`src/rtl/intc_pkg.sv`:
```
package intc_pkg;

    localparam int unsigned WORD_W = 32;
    localparam int unsigned VEC_W  = 8;
    localparam int unsigned OFS_W  = 3;

    typedef enum logic [OFS_W-1:0] {
        OFS_MASK   = 3'd0,
        OFS_RAW    = 3'd1,
        OFS_MASKED = 3'd2,
        OFS_NMI    = 3'd3,
        OFS_DIAG   = 3'd4
    } reg_ofs_e;

    typedef struct packed {
        logic             req;
        logic [VEC_W-1:0] vec;
    } core_irq_t;

    // Classify a masked pending word: none, one (named by its index), many (shared).
    function automatic core_irq_t encode_vec(
        input logic [WORD_W-1:0] masked,
        input logic [VEC_W-1:0]  shared_v,
        input logic [VEC_W-1:0]  base_v
    );
        core_irq_t    r;
        int unsigned  cnt;
        logic [VEC_W-1:0] idx;
        cnt = 0;
        idx = '0;
        for (int k = WORD_W - 1; k >= 0; k--) begin
            if (masked[k]) begin
                cnt = cnt + 1;
                idx = VEC_W'(k);
            end
        end
        if (cnt == 0) begin
            r.req = 1'b0;
            r.vec = '0;
        end else if (cnt == 1) begin
            r.req = 1'b1;
            r.vec = base_v + idx;
        end else begin
            r.req = 1'b1;
            r.vec = shared_v;
        end
        return r;
    endfunction

endpackage

```
`src/rtl/intc_req_capture.sv`:
```
module intc_req_capture
    import intc_pkg::*;
#(
    parameter int unsigned NUM_IN    = 32,
    parameter int unsigned NMI_FIRST = 30
) (
    input  logic              clk,
    input  logic              rst,
    input  logic [NUM_IN-1:0] irq_in,
    output logic [WORD_W-1:0] raw_d,
    output logic [WORD_W-1:0] raw_q,
    output logic [WORD_W-1:0] nmi_d,
    output logic [WORD_W-1:0] nmi_q
);

    // Raw bit b follows input b+1; input 0 and the NMI inputs have no raw bit.
    for (genvar b = 0; b < WORD_W; b++) begin : g_raw
        if ((b + 1 < NMI_FIRST) && (b + 1 < NUM_IN)) begin : g_live
            assign raw_d[b] = irq_in[b+1];
        end else begin : g_zero
            assign raw_d[b] = 1'b0;
        end
    end

    // NMI status bit b follows input b for the top inputs only.
    for (genvar b = 0; b < WORD_W; b++) begin : g_nmi
        if ((b >= NMI_FIRST) && (b < NUM_IN)) begin : g_live
            assign nmi_d[b] = irq_in[b];
        end else begin : g_zero
            assign nmi_d[b] = 1'b0;
        end
    end

    always_ff @(posedge clk) begin
        if (rst) begin
            raw_q <= '0;
            nmi_q <= '0;
        end else begin
            raw_q <= raw_d;
            nmi_q <= nmi_d;
        end
    end

endmodule

```
`src/rtl/intc_regbank.sv`:
```
module intc_regbank
    import intc_pkg::*;
(
    input  logic              clk,
    input  logic              rst,
    input  logic              bus_sel,
    input  logic              bus_wr,
    input  logic [OFS_W-1:0]  bus_ofs,
    input  logic [WORD_W-1:0] bus_wdata,
    input  logic [WORD_W-1:0] raw_q,
    input  logic [WORD_W-1:0] nmi_q,
    output logic [WORD_W-1:0] mask_d,
    output logic [WORD_W-1:0] mask_q,
    output logic [WORD_W-1:0] bus_rdata
);

    logic mask_we;

    assign mask_we = bus_sel && bus_wr && (reg_ofs_e'(bus_ofs) == OFS_MASK);

    always_comb begin
        mask_d = mask_q;
        if (mask_we) begin
            mask_d = bus_wdata;
        end
    end

    always_ff @(posedge clk) begin
        if (rst) begin
            mask_q <= '0;
        end else begin
            mask_q <= mask_d;
        end
    end

    always_comb begin
        bus_rdata = '0;
        if (bus_sel && !bus_wr) begin
            case (reg_ofs_e'(bus_ofs))
                OFS_MASK:   bus_rdata = mask_q;
                OFS_RAW:    bus_rdata = raw_q;
                OFS_MASKED: bus_rdata = raw_q & mask_q;
                OFS_NMI:    bus_rdata = nmi_q;
                default:    bus_rdata = '0;
            endcase
        end
    end

endmodule

```
`src/rtl/intc_vec_encoder.sv`:
```
module intc_vec_encoder
    import intc_pkg::*;
#(
    parameter logic [VEC_W-1:0] VEC_SHARED = 8'h30,
    parameter logic [VEC_W-1:0] VEC_BASE   = 8'h31
) (
    input  logic              clk,
    input  logic              rst,
    input  logic [WORD_W-1:0] masked_d,
    input  logic [WORD_W-1:0] nmi_d,
    output logic              irq_req_q,
    output logic [VEC_W-1:0]  irq_vec_q,
    output logic              nmi_any_q
);

    core_irq_t enc_d;
    core_irq_t enc_q;

    always_comb begin
        enc_d = encode_vec(masked_d, VEC_SHARED, VEC_BASE);
    end

    always_ff @(posedge clk) begin
        if (rst) begin
            enc_q     <= '0;
            nmi_any_q <= 1'b0;
        end else begin
            enc_q     <= enc_d;
            nmi_any_q <= |nmi_d;
        end
    end

    assign irq_req_q = enc_q.req;
    assign irq_vec_q = enc_q.vec;

endmodule

```
`src/rtl/intc_lvl_vec.sv`:
```
module intc_lvl_vec
    import intc_pkg::*;
#(
    parameter int unsigned      NUM_IN     = 32,
    parameter int unsigned      NMI_FIRST  = 30,
    parameter logic [VEC_W-1:0] VEC_SHARED = 8'h30,
    parameter logic [VEC_W-1:0] VEC_BASE   = 8'h31
) (
    input  logic              clk,
    input  logic              rst,
    input  logic [NUM_IN-1:0] irq_in,
    input  logic              bus_sel,
    input  logic              bus_wr,
    input  logic [OFS_W-1:0]  bus_ofs,
    input  logic [WORD_W-1:0] bus_wdata,
    output logic [WORD_W-1:0] bus_rdata,
    output logic              irq_req_o,
    output logic [VEC_W-1:0]  irq_vec_o,
    output logic              nmi_o
);

    logic [WORD_W-1:0] raw_d, raw_q;
    logic [WORD_W-1:0] nmi_d, nmi_q;
    logic [WORD_W-1:0] mask_d, mask_q;
    logic [WORD_W-1:0] masked_d;

    intc_req_capture #(
        .NUM_IN    (NUM_IN),
        .NMI_FIRST (NMI_FIRST)
    ) u_capture (
        .clk    (clk),
        .rst    (rst),
        .irq_in (irq_in),
        .raw_d  (raw_d),
        .raw_q  (raw_q),
        .nmi_d  (nmi_d),
        .nmi_q  (nmi_q)
    );

    intc_regbank u_regs (
        .clk       (clk),
        .rst       (rst),
        .bus_sel   (bus_sel),
        .bus_wr    (bus_wr),
        .bus_ofs   (bus_ofs),
        .bus_wdata (bus_wdata),
        .raw_q     (raw_q),
        .nmi_q     (nmi_q),
        .mask_d    (mask_d),
        .mask_q    (mask_q),
        .bus_rdata (bus_rdata)
    );

    // Next-state view so outputs land in the same cycle as the registers.
    assign masked_d = raw_d & mask_d;

    intc_vec_encoder #(
        .VEC_SHARED (VEC_SHARED),
        .VEC_BASE   (VEC_BASE)
    ) u_enc (
        .clk       (clk),
        .rst       (rst),
        .masked_d  (masked_d),
        .nmi_d     (nmi_d),
        .irq_req_q (irq_req_o),
        .irq_vec_q (irq_vec_o),
        .nmi_any_q (nmi_o)
    );

endmodule

```
`config.mk`:
```
export PLATFORM = sky130hd
export DESIGN_NAME = intc_lvl_vec
export DESIGN_NICKNAME = d
export VERILOG_FILES = /design/src/rtl/intc_pkg.sv /design/src/rtl/intc_req_capture.sv /design/src/rtl/intc_regbank.sv /design/src/rtl/intc_vec_encoder.sv /design/src/rtl/intc_lvl_vec.sv
export SDC_FILE = /design/constraint.sdc
export NUM_CORES = 1
export LEC_CHECK = 0
export CAP_MARGIN = 15
export CORE_MARGIN = 2
export CORE_UTILIZATION = 50
export DETAILED_ROUTE_END_ITERATION = 12
export PLACE_DENSITY = 0.82
export SYNTH_ARGS = -nofsm -noshare
export SYNTH_HDL_FRONTEND = slang
export SYNTH_SLANG_ARGS = --single-unit
```
`constraint.sdc`:
```
create_clock -name clk -period 58.4 [get_ports clk]
set_input_delay 11.68 -clock clk [delete_from_list [all_inputs] [get_ports clk]]
set_output_delay 11.68 -clock clk [all_outputs]
set_load 0.03 [all_outputs]
```
* After elaboration in Yosys (flattened, before gate mapping)
Cells that the tools add are included.
** Cells by class
- $add $sub $neg :: 32
- Multiply operators :: 0
- Div/mod/pow operators :: 0
- $lt $le $gt $ge :: 0
- Eq/ne operators :: 4
- Shift-type cells :: 0
- Mux-type cells :: 68
- Bitwise logic cells :: 3
- Reduce and logical (&&, ||, !) cells :: 9
** Operators by type and width (count)
- 32-bit 2-to-1 mux :: 33
- 32-bit by 1-bit adder with 32-bit output, second input constant :: 30
- 5-bit 2-to-1 mux :: 32
- 32-bit case mux with 4 select lines :: 1
- 29-bit by 32-bit AND with 32-bit output :: 1
- 32-bit AND :: 1
- 32-bit by 1-bit == test with 1-bit output, second input constant :: 1
- 32-bit logical NOT :: 1
- 6-bit by 5-bit adder with 7-bit output, first input constant :: 1
- 3-bit by 2-bit == test with 1-bit output, second input constant :: 2
- 6-bit 2-to-1 mux :: 1
- 2-bit OR reduction :: 2
- 3-bit by 1-bit == test with 1-bit output, second input constant :: 1
- 1-bit logical AND :: 3
- 3-bit logical NOT :: 1
- 3-bit OR reduction :: 1
- 1-bit by 1-bit adder with 2-bit output, second input constant :: 1
- 1-bit logical NOT :: 1
- 1-bit 2-to-1 mux :: 1
- 1-bit inverter :: 1
** Word-level totals
- Bits in registers :: 105
- Bits in latches :: 0
- Memory bits (writable) :: 0
- ROM bits :: 0
- Input port bits :: 71
- Output and inout port bits :: 42
- Word-level logic and storage cells :: 125
- Memories kept :: 0

* Logic depth before layout (Yosys ltp)
Gate-level depths: netlist (run 1).
- Word-level depth :: 70
- Depth in mapped cells :: 102
- Depth with buffers taken out :: 99

* Modules after synthesis
From an unflattened synthesis (run 1), not the netlist that was laid out.
** Second synthesis, totals
- Cell total of the unflattened synthesis :: 1369
- Area, all modules :: 11238.3 um^2
** By module, submodules not included
- intc_vec_encoder :: times used 1, cells an instance 881, area an instance 6570.1 um^2, seq. area each 180.2 um^2
- intc_regbank :: times used 1, cells an instance 293, area an instance 2887.8 um^2, seq. area each 640.6 um^2
- intc_req_capture :: times used 1, cells an instance 163, area an instance 1580.3 um^2, seq. area each 620.6 um^2
- intc_lvl_vec :: times used 1, cells an instance 32, area an instance 200.2 um^2, seq. area each 0.0 um^2

* Worst setup path after synthesis (run 1)
No wires, ideal clock.
- Path kind :: input-to-reg
- From :: input bus_ofs[0]
- To :: register u_enc.enc_q, in the netlist u_enc.irq_vec_q[0]
- Library setup time :: 0.087 ns
- Arrival time :: 30.142 ns
- Data required time :: 58.313 ns
- Slack :: 28.171 ns
- Stages on the path :: 100
- Path buffers :: 3
- Path through :: buf_2 -> or2_1 -> buf_6 -> nor2_1 -> buf_1 -> mux2i_1 -> nor2b_1 -> inv_1 -> ha_1 -> inv_1 -> o311a_2 -> inv_1 -> ha_1 -> mux2_2 -> ha_1 -> o21a_1 -> a311oi_2 -> inv_1 -> [... 64 more ...] -> nand2_1 -> ha_1 -> mux2_2 -> ha_1 -> nand2_1 -> nand2_1 -> ha_1 -> mux2_2 -> ha_1 -> and3_4 -> or2_1 -> or3_1 -> nor3_1 -> a21oi_1 -> or3_1 -> a311o_1 -> a21oi_4 -> nor4b_4
** Between the ends
- Word-level cells in the longest chain between the ends :: 70
- Elaborated cells between the ends (all ways) :: 104
- Those cells by class :: add/sub: 32; eq/ne: 1; mux: 65; bitwise: 2; reduce/logical: 4
** Ends and longest elaborated chain
- start: declaration :: line intc_lvl_vec.sv:14 : input logic [OFS_W-1:0] bus_ofs,
- 3-bit logical NOT (*) :: line intc_regbank.sv:19 : assign mask_we = bus_sel && bus_wr && (reg_ofs_e'(bus_ofs) == OFS_MASK);
- 1-bit logical AND (*) :: line intc_regbank.sv:19
- 32-bit 2-to-1 mux (*) :: line intc_regbank.sv:23 : if (mask_we) begin
- 29-bit by 32-bit AND with 32-bit output (*) :: line intc_lvl_vec.sv:55 : assign masked_d = raw_d & mask_d;
- 1-bit 2-to-1 mux :: line intc_pkg.sv:32 : if (masked[k]) begin
- 1-bit by 1-bit adder with 2-bit output :: line intc_pkg.sv:33 : cnt = cnt + 1;
- 32-bit 2-to-1 mux :: line intc_pkg.sv:32
- 32-bit by 1-bit adder with 32-bit output :: line intc_pkg.sv:33
- [... 54 more ...]
- 32-bit 2-to-1 mux :: line intc_pkg.sv:32
- 32-bit by 1-bit adder with 32-bit output :: line intc_pkg.sv:33
- 32-bit 2-to-1 mux :: line intc_pkg.sv:32
- 32-bit by 1-bit adder with 32-bit output :: line intc_pkg.sv:33
- 32-bit 2-to-1 mux :: line intc_pkg.sv:32
- 32-bit by 1-bit == test with 1-bit output :: line intc_pkg.sv:40 : end else if (cnt == 1) begin
- 1-bit inverter (no source line)
- 3-bit OR reduction (no source line)
- end signal: assignment :: line intc_vec_encoder.sv:28 : enc_q <= enc_d;
- end: declaration :: line intc_vec_encoder.sv:17 : core_irq_t enc_q;
Every way passes the cells marked *; elsewhere a longest branch is shown, timed or not.
A chain may end at the register's enable or synchronous reset.

* Final worst setup path (run 1)
- From :: input bus_ofs[1]
- To :: register u_enc.enc_q, in the netlist u_enc.irq_vec_q[0]
Same word-level chain as after synthesis.

==> key figures, run 1 <==
Status
  • Status: finished clean

Flow run
  • Max-cap violations: 0

Critical path
  • Most used cell, CP: ha_1
  • Slowest CP cell: a311oi_2
  • Setup crit start kind: primary input
  • Crit Path Max Fanout: 35
  • Critical Path RT: about 60 ns
  • CP max stage delay: ~0.55 ns
  • Worst Setup End Kind: flip-flop
  • Worst Path Arrival: 33.07 ns
  • CP Class: primary input to flip-flop

Global route
  • Total congestion overflow: 0
  • First-pass GRT wire length: slightly above 40 mm
  • Total track usage: 0.258
  • Vias in the first global route: ~8.4k
  • Initial antenna violation count: 0
  • Largest net degree at the start of global routing: 68

Clocking
  • Resize count post-CTS: 0
  • Num CTS Buffers: 9
  • Clk_lat worst skew: between 0.3 and 0.4 ns
  • Hold buffers post-CTS: 0
  • Longest Clk Path Bufs: 2
  • H-tree level count: 3
  • Clk sinks: 72
  • Clk root buf: clkbuf_16
  • CTS tree: built
  • # Post-CTS Setup Buffers: 0
  • Clock slew at reported path FFs: 0.06 ns

Pwr
  • Total Power: between 0.15 and 0.2 mW
  • P_leak: a little over 4 nW
  • Maximum VDD drop: about 0.000014 V
  • PD cells: between 10 and 15 nW/um2

Logic synthesis
  • Syn avg cell area: roughly 7.6 um2
  • Synth Register Bits: 72
  • Post-synth EDFFs: 0
  • Sequential-to-total area share from yosys stat: 0.160
  • Post-Synthesis Net Count: 1279
  • Ys async rst share: 0
  • Synth unique cells: approximately 110
  • Post-Syn Instances: roughly 1.2k
  • Mapped cell area: 9000 um2
  • YS warnings: 0
  • Most common flop cell mapped by yosys: dfxtp_1

Layout
  • Register Area: roughly 1400 um2
  • Filler cells: 1586
  • Final Instance Area: 10500 um2
  • Share of cells above drive strength 1: 0.0865
  • Ant diodes: 0
  • Area growth, synth to finish: 17.1%
  • Area of the multi-input gates: 7180 um2
  • Final nets: roughly 1.4k

Route
  • Vias: a little under 9k
  • DRC: 0
  • Number of vias per cell: about 6
  • Final ANT Viol Nets: 0
  • First-pass DRT Iterations: 5
  • Post-detailed-routing wire length: approximately 25 mm
  • 1st-iter DRT viols: 698
  • Routed WL per cell: between 15 and 20 um

STA
  • Max-slew headroom: 0.216
  • Min Tclk post-route: 32.81 ns
  • Final setup TNS: 0 ns
  • Setup violators final: 0
  • Setup Skew: 0.00731 ns
  • Final Cycle Share: 0.562
  • Slew Viols, Final: 0
  • Unrepaired setup endpoints after global routing: false
  • Worst Tran Pin Value: around 1.2 ns
  • Fmax achieved: slightly above 30 MHz
  • Fin. Hold Viols: 0

Floorplanning
  • Core area: about 18000 um2
  • DIE AREA: about 19000 um2
  • Die Y: 138 um
  • Die width: 138 um
  • Row count: 49
  • Initial Utilization: 0.506
  • # IOs: between 100 and 150

Place
  • Dpl hpwl: between 15 and 20 mm
  • RD Place Congestion: 0.956
  • Placed cell area: 10200 um2
  • PortBufs: 110

Worst hold path
  • Min-Delay Path Class: flip-flop to flip-flop
cell usage in the layout, fill, tap and decap left out, drive strengths merged, types with 13 or more instances in the layout:
master,synthesis,layout
dfxtp,72,72
clkdlybuf4s50,0,109
inv,35,36
mux2i,39,39
ha,31,31
nand4,14,14
xnor2,82,82
nand3,45,45
a21oi,65,65
and2,13,13
nor2b,44,44
nand2,127,127
nor2,147,147
or3,13,13
nand2b,49,49
nor3,33,33
a31oi,13,13
a32oi,31,31
mux2,14,14
xor2,31,31
o21ai,42,42
worst paths after layout:
kind                     startpoint                 end  slack, ns  depth (start not counted)
setup / recovery         bus_ofs[1]  u_enc.irq_vec_q[0]      25.59                        100
hold / removal    u_regs.mask_q[30]   u_regs.mask_q[30]       0.46                          2
setup reg to reg  u_regs.mask_q[27]  u_enc.irq_vec_q[0]      38.17                         95
hold reg to reg   u_regs.mask_q[30]   u_regs.mask_q[30]       0.46                          2
through the flow:
| stage | hold slack (ns) | util | instances | worst slack [ns] |
|---|---|---|---|---|
| after floorplan | 0.437 | - | 1177 | 28.17 |
| after global placement | 0.443 | 0.575 | 1473 | 25.79 |
| after detailed placement | 0.447 | 0.575 | 1473 | 25.50 |
| after CTS | 0.455 | 0.593 | 1489 | 25.80 |
| after global routing | 0.488 | 0.593 | 1489 | 23.96 |
| final | 0.459 | 0.593 | 1489 | 25.59 |
per-layer routing:
| layer | wire (um) | vias to the layer above | global-route usage |
|---|---|---|---|
| met5 | 0 | - | 0 |
| met2 | 11700 | 315 | 0.422 |
| met4 | 575 | 0 | 0.0741 |
| met3 | 1440 | 46 | 0.0367 |
| li1 | - | 4374 | - |
| met1 | 11500 | 4212 | 0.355 |
layout make-up:
class,instances,area share
inverters,36,0.0128
clock buffers,10,0.0217
flip-flops and latches,72,0.137
well taps,229,0.0272
clock inverters,6,0.00867
repair buffers,120,0.111
multi-input cells,1016,0.682
state kept, by name (all words and copies together), names as in the netlist:
register         flops
u_enc.irq_req_q      1
u_capture.raw_q     29
u_enc.irq_vec_q      7
u_enc.nmi_any_q      1
u_capture.nmi_q      2
u_regs.mask_q       32
critical path: cells and delay by family:
kind | cells | cell delay, ns
multiplexers | 4 | 1.10
AND/OR/NAND/NOR | 30 | 5.16
buffers and inverters | 10 | 1.78
AO/OA/AOI/OAI | 30 | 5.66
adder cells (fa/ha/maj) | 26 | 7.62
kinds of logic after synthesis:
logic type,Yosys count,synth area share
simple gates,548,0.308
compound gates,257,0.206
xor+xnor,126,0.179
buf+inv,89,0.0423
flops,72,0.160
mux,53,0.0613
fa+ha+maj,31,0.0431
other cells,1,0.000417
power by group:
| group | internal (mW) | switching [mW] | total, mW |
|---|---|---|---|
| clock | 0.0377 | 0.0227 | 0.0604 |
| combinational | 0.0191 | 0.0251 | 0.0442 |
| sequential | 0.0514 | 0.000848 | 0.0522 |
| total | 0.108 | 0.0486 | 0.157 |
synth_stat cells, types with 6 or more instances:
master	instances	share of area
nand4_1	14	0.0097
dfxtp_1	72	0.16
nand2_1	127	0.053
buf_1	6	0.0025
nor2b_1	44	0.031
or3_1	12	0.0083
xor2_1	27	0.026
nand3b_1	9	0.0075
nand3_1	45	0.025
xnor2_1	61	0.059
ha_1	31	0.043
o22ai_1	8	0.0056
and4_1	7	0.0068
nor2_1	145	0.060
o21bai_1	7	0.0058
xnor3_1	11	0.028
mux2_2	13	0.016
or2_2	9	0.0063
o211ai_1	11	0.0092
nor3_1	32	0.018
a21oi_1	63	0.035
a31oi_1	12	0.0083
nand2b_1	49	0.034
xnor2_2	12	0.022
clkbuf_1	34	0.014
a21o_1	7	0.0058
mux2i_1	38	0.042
o21a_1	6	0.0050
buf_2	7	0.0039
and2_1	12	0.0083
and3_1	11	0.0076
a32oi_1	30	0.029
xnor2_4	9	0.028
o21ai_0	39	0.022
inv_1	33	0.014
Power figures use the tool's default switching activity.
==> inputs of run 2 (changes only) <==
==> constraint.sdc (replaced) <==
create_clock -name clk -period 33.1 [get_ports clk]
set_input_delay 6.62 -clock clk [delete_from_list [all_inputs] [get_ports clk]]
set_output_delay 6.62 -clock clk [all_outputs]
set_load 0.03 [all_outputs]
==> run 2 against run 1 <==
Compared with the run above: sequential share of layout area is the same; cell area is the same; global-route usage shrank 0.34 points; power grew 78%; highest routed layer unchanged.
==> key figures, run 2 (synthesis gave the netlist of run 1 again) <==
Status
  • Status: finished clean

Floorplanning
  • Initial Utilization: 0.506
  • DIE AREA: roughly 19000 um2
  • Core area: 17800 um2
  • Die Y: about 140 um
  • # IOs: between 100 and 150
  • Die width: 138 um
  • Row count: between 40 and 50

STA
  • Final Cycle Share: 0.838
  • Slew Viols, Final: 0
  • Fin. Hold Viols: 0
  • Min Tclk post-route: 27.75 ns
  • Unrepaired setup endpoints after global routing: false
  • Max-slew headroom: 0.220
  • Setup Skew: 0.0101 ns
  • Worst Tran Pin Value: 1.17 ns
  • Fmax achieved: about 36 MHz
  • Setup violators final: 0
  • Final setup TNS: 0 ns

Place
  • PortBufs: 110
  • Dpl hpwl: between 15 and 20 mm
  • RD Place Congestion: 0.956

Critical path
  • Crit Path Max Fanout: 35
  • Worst Path Arrival: roughly 28 ns
  • Critical Path RT: about 33 ns
  • CP max stage delay: approximately 0.57 ns
  • CP Class: primary input to flip-flop
  • Reg2reg path depth: 95
  • Slowest CP cell: a311oi_2
  • Most used cell, CP: ha_1
  • Setup crit start kind: primary input
  • Worst Setup End Kind: flip-flop

Layout
  • Area growth, synth to finish: 17.1%
  • Most frequent cells in the layout: nor2_1 (143), nand2_1 (127), clkdlybuf4s50_1 (109), dfxtp_1 (72), a21oi_1 (63)
  • Share of cells above drive strength 1: 0.0865
  • Ant diodes: 0
  • Commonest non-fill, non-tap cell in the layout: nor2_1
  • Max reg flops: 32
  • Reg with most FFs: u_regs.mask_q
  • Final nets: around 1.4k

Global route
  • Total track usage: 0.254
  • Vias in the first global route: 8199
  • Initial antenna violation count: 0
  • Largest net degree at the start of global routing: just under 70
  • Total congestion overflow: 0
  • First-pass GRT wire length: roughly 40 mm

Clocking
  • CTS tree: built
  • # Post-CTS Setup Buffers: 0
  • Clk root buf: clkbuf_16
  • Hold buffers post-CTS: 0
  • Clock slew at reported path FFs: around 0.060 ns
  • Num CTS Buffers: 9
  • Clk_lat worst skew: approximately 0.34 ns
  • Resize count post-CTS: 0
  • Clk sinks: 72
  • H-tree level count: 3
  • Longest Clk Path Bufs: 2

Pwr
  • Total Power: ~0.28 mW
  • P_leak: between 4 and 5 nW
  • PD cells: about 26 nW/um2
  • Maximum VDD drop: approximately 0.000025 V

Worst hold path
  • Hold Path Depth: 2
  • Min-Delay Path Class: flip-flop to flip-flop

Flow run
  • Max-cap violations: 0

Route
  • DRC: 0
  • Number of vias per cell: roughly 6.0
  • First-pass DRT Iterations: 5
  • 1st-iter DRT viols: 702
  • Final ANT Viol Nets: 0
  • Post-detailed-routing wire length: ~25 mm
  • Routed WL per cell: around 17 um
  • Vias: 8979
==> run 2: cell counts in the layout (fill, tap and decap cells not counted) <==
Identical to the previous run, type by type.
==> run 2: worst paths after layout <==
check             slack (ns)            endpoint         startpoint
setup / recovery        5.35  u_enc.irq_vec_q[0]         bus_ofs[1]
hold / removal          0.46   u_regs.mask_q[31]  u_regs.mask_q[31]
hold reg to reg         0.46   u_regs.mask_q[31]  u_regs.mask_q[31]
setup reg to reg       12.90  u_enc.irq_vec_q[0]  u_regs.mask_q[27]
==> run 2: critical path, delay by kind of cell <==
family / cells / cell delay, ns
compound gates: 30 / 5.66
fa+ha+maj: 26 / 7.66
buf+inv: 10 / 1.77
mux: 4 / 1.10
simple gates: 30 / 5.19
==> run 2: area by class of cell <==
cell class,instances,area [um2]
fill,1564,7240
multi-input combinational,1016,7180
sequential,72,1440
timing repair buffer,120,1170
tap,229,287
clock buffer,10,229
inverter,36,135
clock inverter,6,91.3
==> run 2: through the flow <==
stage	std cells	hold WS (ns)	setup WS [ns]	utilization	cell area, um2
floorplan	1177	0.437	7.93	-	9000
global placement	1473	0.443	5.59	0.575	10200
detailed placement	1473	0.449	5.26	0.575	10200
CTS	1489	0.458	5.55	0.593	10500
global route	1489	0.468	3.91	0.593	10500
finish	1489	0.457	5.35	0.593	10500
==> run 2: report_power, final <==
part / switching (mW) / internal, mW
clock network: 0.0411 / 0.0665
registers: 0.00155 / 0.0906
logic: 0.0447 / 0.0339
total: 0.0873 / 0.191
==> run 2: layer usage <==
layer,part of all wire,global-route usage
met5,0,0
met4,0.017,0.0650
met3,0.057,0.0260
met2,0.46,0.429
met1,0.46,0.349
